[src/rtl/kbd_disp_if.sv]
module kbd_disp_if #(
  parameter int DW = 8
) (
  input  logic          clk,
  input  logic          rst_n,
  input  logic [1:0]    bus_addr,
  input  logic          bus_rd,
  input  logic          bus_wr,
  input  logic [DW-1:0] bus_wdata,
  output logic [DW-1:0] bus_rdata,
  input  logic          key_valid,
  input  logic [DW-1:0] key_char,
  input  logic          disp_ready,
  output logic [DW-1:0] disp_char,
  output logic          disp_strobe,
  output logic          irq
);
  localparam logic [1:0] OFS_IN  = 2'd0;
  localparam logic [1:0] OFS_OUT = 2'd1;
  localparam logic [1:0] OFS_ST  = 2'd2;
  localparam logic [1:0] OFS_CTL = 2'd3;
  localparam int         STW     = 5;

  logic [DW-1:0] in_data, out_data;
  logic in_rdy, out_rdy, ovr, kbd_en, disp_en, strobe_q;

  wire rd_in  = bus_rd && bus_addr == OFS_IN;
  wire wr_out = bus_wr && bus_addr == OFS_OUT;
  wire wr_ctl = bus_wr && bus_addr == OFS_CTL;

  wire kirq = in_rdy && kbd_en;
  wire dirq = out_rdy && disp_en;
  wire [STW-1:0] status = {ovr, dirq, kirq, out_rdy, in_rdy};

  always_ff @(posedge clk) begin
    if (!rst_n) begin
      in_data  <= '0;
      out_data <= '0;
      in_rdy   <= 1'b0;
      out_rdy  <= 1'b0;
      ovr      <= 1'b0;
      kbd_en   <= 1'b0;
      disp_en  <= 1'b0;
      strobe_q <= 1'b0;
    end else begin
      if (key_valid) in_data <= key_char;
      if (key_valid) in_rdy <= 1'b1;
      else if (rd_in) in_rdy <= 1'b0;
      if (key_valid && in_rdy && !rd_in) ovr <= 1'b1;
      else if (rd_in) ovr <= 1'b0;
      if (wr_out) out_data <= bus_wdata;
      if (disp_ready) out_rdy <= 1'b1;
      else if (wr_out) out_rdy <= 1'b0;
      strobe_q <= wr_out;
      if (wr_ctl) begin
        kbd_en  <= bus_wdata[0];
        disp_en <= bus_wdata[1];
      end
    end
  end

  always_comb begin
    bus_rdata = '0;
    if (bus_rd) begin
      case (bus_addr)
        OFS_IN:  bus_rdata = in_data;
        OFS_OUT: bus_rdata = out_data;
        OFS_ST:  bus_rdata[STW-1:0] = status;
        default: bus_rdata[1:0] = {disp_en, kbd_en};
      endcase
    end
  end

  assign disp_char   = out_data;
  assign disp_strobe = strobe_q;
  assign irq         = kirq || dirq;
endmodule


[config.mk]
export PLATFORM = sky130hd
export DESIGN_NAME = kbd_disp_if
export DESIGN_NICKNAME = d
export VERILOG_FILES = /design/src/rtl/kbd_disp_if.sv
export SDC_FILE = /design/constraint.sdc
export NUM_CORES = 1
export LEC_CHECK = 0
export CAP_MARGIN = 20
export CORE_UTILIZATION = 30
export DETAILED_ROUTE_END_ITERATION = 16
export DONT_BUFFER_PORTS = 1
export PLACE_DENSITY = 0.47
export SYNTH_ARGS = -nofsm -noshare
export SYNTH_HDL_FRONTEND = slang
export SYNTH_SLANG_ARGS = --single-unit
[constraint.sdc]
create_clock -name clk -period 1.2 [get_ports clk]
set_input_delay 0.18 -clock clk [delete_from_list [all_inputs] [get_ports clk]]
set_output_delay 0.18 -clock clk [all_outputs]
set_load 0.02 [all_outputs]
==> key figures <==
Clock network
  – TritonCTS clock tree: built
  – Clock sink total: 22
  – Clock latency on the worst-skew pair: 300 ps
  – Clock transition at path regs: roughly 120 ps
  – TritonCTS Buffers: 3
  – Clock tree buffer depth: 2
  – CTS H-tree lvls: 1
  – CTS root buffer: clkbuf_4

Power and ir drop
  – PwrDens: between 1000 and 1500 mW/mm^2
  – Worst vdd rail ir drop: 604 uV
  – LEAKAGE: 0.590 nW

Layout
  – Fin nets: 162
  – FILL cells: around 350
  – Layout cells sized above 1: 25.5%
  – Post-route design area: 0.00139 sq mm
  – Antenna cells: 0
  – Core Util, Final: between 40% and 50%
  – Layout area overhead: 33.6%

Yosys
  – Yosys warning total: 0
  – Synth Area per Inst: 9.39 sq um
  – Top cell type's share of synthesized area: 42.3%
  – Post-synth cell types: 21
  – Post-synth top area cell: dfxtp_1
  – Ys async rst share: 0%
  – Cells after Synth: around 110
  – Most frequent cell after synthesis: mux2i_1
  – Top_reg_cell synth: dfxtp_1
  – Number of synthesized register bits: 22
  – Post-synth EDFFs: 0
  – Commonest cells in the netlist: mux2i_1 (28), nand2_1 (24), dfxtp_1 (22), nor2b_1 (8)
  – Post-Syn Nets: 135
  – Mapped Area: 0.00104 sq mm
  – Area contributors post-synth: dfxtp_1 (42%), mux2i_1 (27%), nand2_1 (8.6%), nor2b_1 (4.8%), o22ai_1 (2.4%)
  – Sequential share of the synthesized area: 42.3%

Routing
  – Routed via count: 858
  – DRT antenna net count: 0
  – Residual DRC: 0
  – Final Routed Wirelength: 2.64 mm
  – Starting DRT DRC Count: 10
  – Post-DR vias/cell: between 4 and 5
  – DR WL/cell: 14.4 um
  – Detailed-router iteration count before antenna repair: 4

Placement
  – DP Area: between 0.001 and 0.0015 sq mm
  – I/O Buffers: 0
  – Routability cong.: between 0.7 and 0.8
  – DP Wirelength: roughly 1.7 mm

Die
  – Die area: 0.00371 sq mm
  – Core area: 0.00334 sq mm
  – Die H: 60.9 um
  – Io pins: 42
  – Rows: 21
  – Starting Density: a little under a third
  – Die W: 60.9 um

Status
  – Status: finished with violations
  – Failing checks: setup timing

Global route
  – Largest net degree at the start of global routing: 21
  – Global-route wire length before repair: around 4.1 mm
  – Vias in the first global route: 890
  – Tot GR Track Use: 15.7%
  – Gr ovfl total: 0
  – Initial antenna violation count: 0

Worst setup path
  – WP data arrival: approximately 1200 ps
  – Crit path kind: register to output pin
  – Critical Path RT: between 1000 and 1500 ps
  – Crit end category: output pin
  – Startpoint Class: register
  – Crit-path max FO: 3

STA
  – Worst Tran Pin Value: just over 700 ps
  – Final Cycle Share: 112%
  – Final setup TNS: -449 ps
  – Max Fclk: 0.743 GHz
  – Final Max Slew Viols: 0
  – Slew headroom: 52.6%
  – Fin crit period: 1350 ps
  – RSZ-0062 raised after global routing: true
  – Clock skew: 0.0165 ps
  – Final setup fails: 6
  – Post-route worst setup slack: -145 ps
  – Final hold vios: 0

Run
  – Max-cap violations: 0

Worst hold path
  – Worst Hold Class: input port to register
## per-layer routing
metal | wire (um) | up-vias | global-route usage (%)
met5 | 0 | - | 0
met4 | 0 | 0 | 3.90
met3 | 191 | 0 | 6.18
met2 | 1270 | 33 | 25.1
met1 | 1180 | 396 | 19.9
li1 | - | 429 | -
## power by group
group          leakage (nW)  switching, mW  internal, mW
logic                 0.386          0.102         0.122
clock network        0.0210          0.220         0.185
registers             0.182         0.0262         0.770
total                 0.590          0.348          1.08
## per-stage QoR
step	hold slack, ps	instances	power [mW]	setup slack, ps
detailed placement	299	166	0.975	148
finish	13.4	183	1.43	-145
global route	1.48	183	1.51	-205
CTS	0.612	182	1.43	-167
global placement	305	166	0.974	168
floorplan	295	111	0.959	8.20
## final cells by class
cell class                 count  area (sq um)  area share, %
multi-input combinational     80           584           42.0
sequential                    22           448           32.2
timing repair buffer          30           263           18.9
tap                           46          57.6           4.13
clock buffer                   4          36.3           2.61
inverter                       1          3.75          0.270
## critical path, stage by stage (launching register included)
cell and delay, ps:
dfxtp_2 350, buf_6 110, mux2i_1 130, o22ai_1 100, buf_4 180
## registers in the layout, summed over array words and instances, names as in the netlist
register,flops
in_data,8
kbd_en,1
disp_char,8
disp_en,1
disp_strobe,1
ovr,1
in_rdy,1
out_rdy,1
## repair_timing
| item | CTS | global route |
|---|---|---|
| pin swaps | 1 | 1 |
| gates resized for setup | 6 | 10 |
| hold buffers | 11 | 1 |
| buffers inserted | 1 | 1 |
| endpoints found under the setup margin | 7 | 18 |
| endpoints found under the hold margin | 17 | 6 |
## final timing paths
check | from | to | slack, ps | cells after the start
max | disp_en | bus_rdata[1] | -150 | 4
min | bus_wdata[3] | disp_char[3] | 10 | 2
max reg2reg | in_rdy | ovr | 420 | 3
min reg2reg | out_rdy | out_rdy | 480 | 2
## logic make-up after synthesis
family                 after synthesis  synth area share [%]
AO/OA/AOI/OAI                        9                  5.52
AND/OR/NAND/NOR                     43                  20.2
buffers and inverters                9                  5.16
multiplexers                        28                  26.9
flip-flops                          22                  42.3
## placed cells by master, fill, tap and decap left out, drive strengths merged, types with 2 or more instances in the layout
| cell | count |
|---|---|
| nor2b | 8 |
| dlygate4sd3 | 10 |
| o21ai | 2 |
| nand2 | 24 |
| buf | 19 |
| o22ai | 4 |
| dfxtp | 22 |
| clkbuf | 4 |
| nor2 | 3 |
| nor3b | 2 |
| nand4b | 2 |
| mux2i | 28 |
No activity file was read; power rests on OpenSTA's default activity.
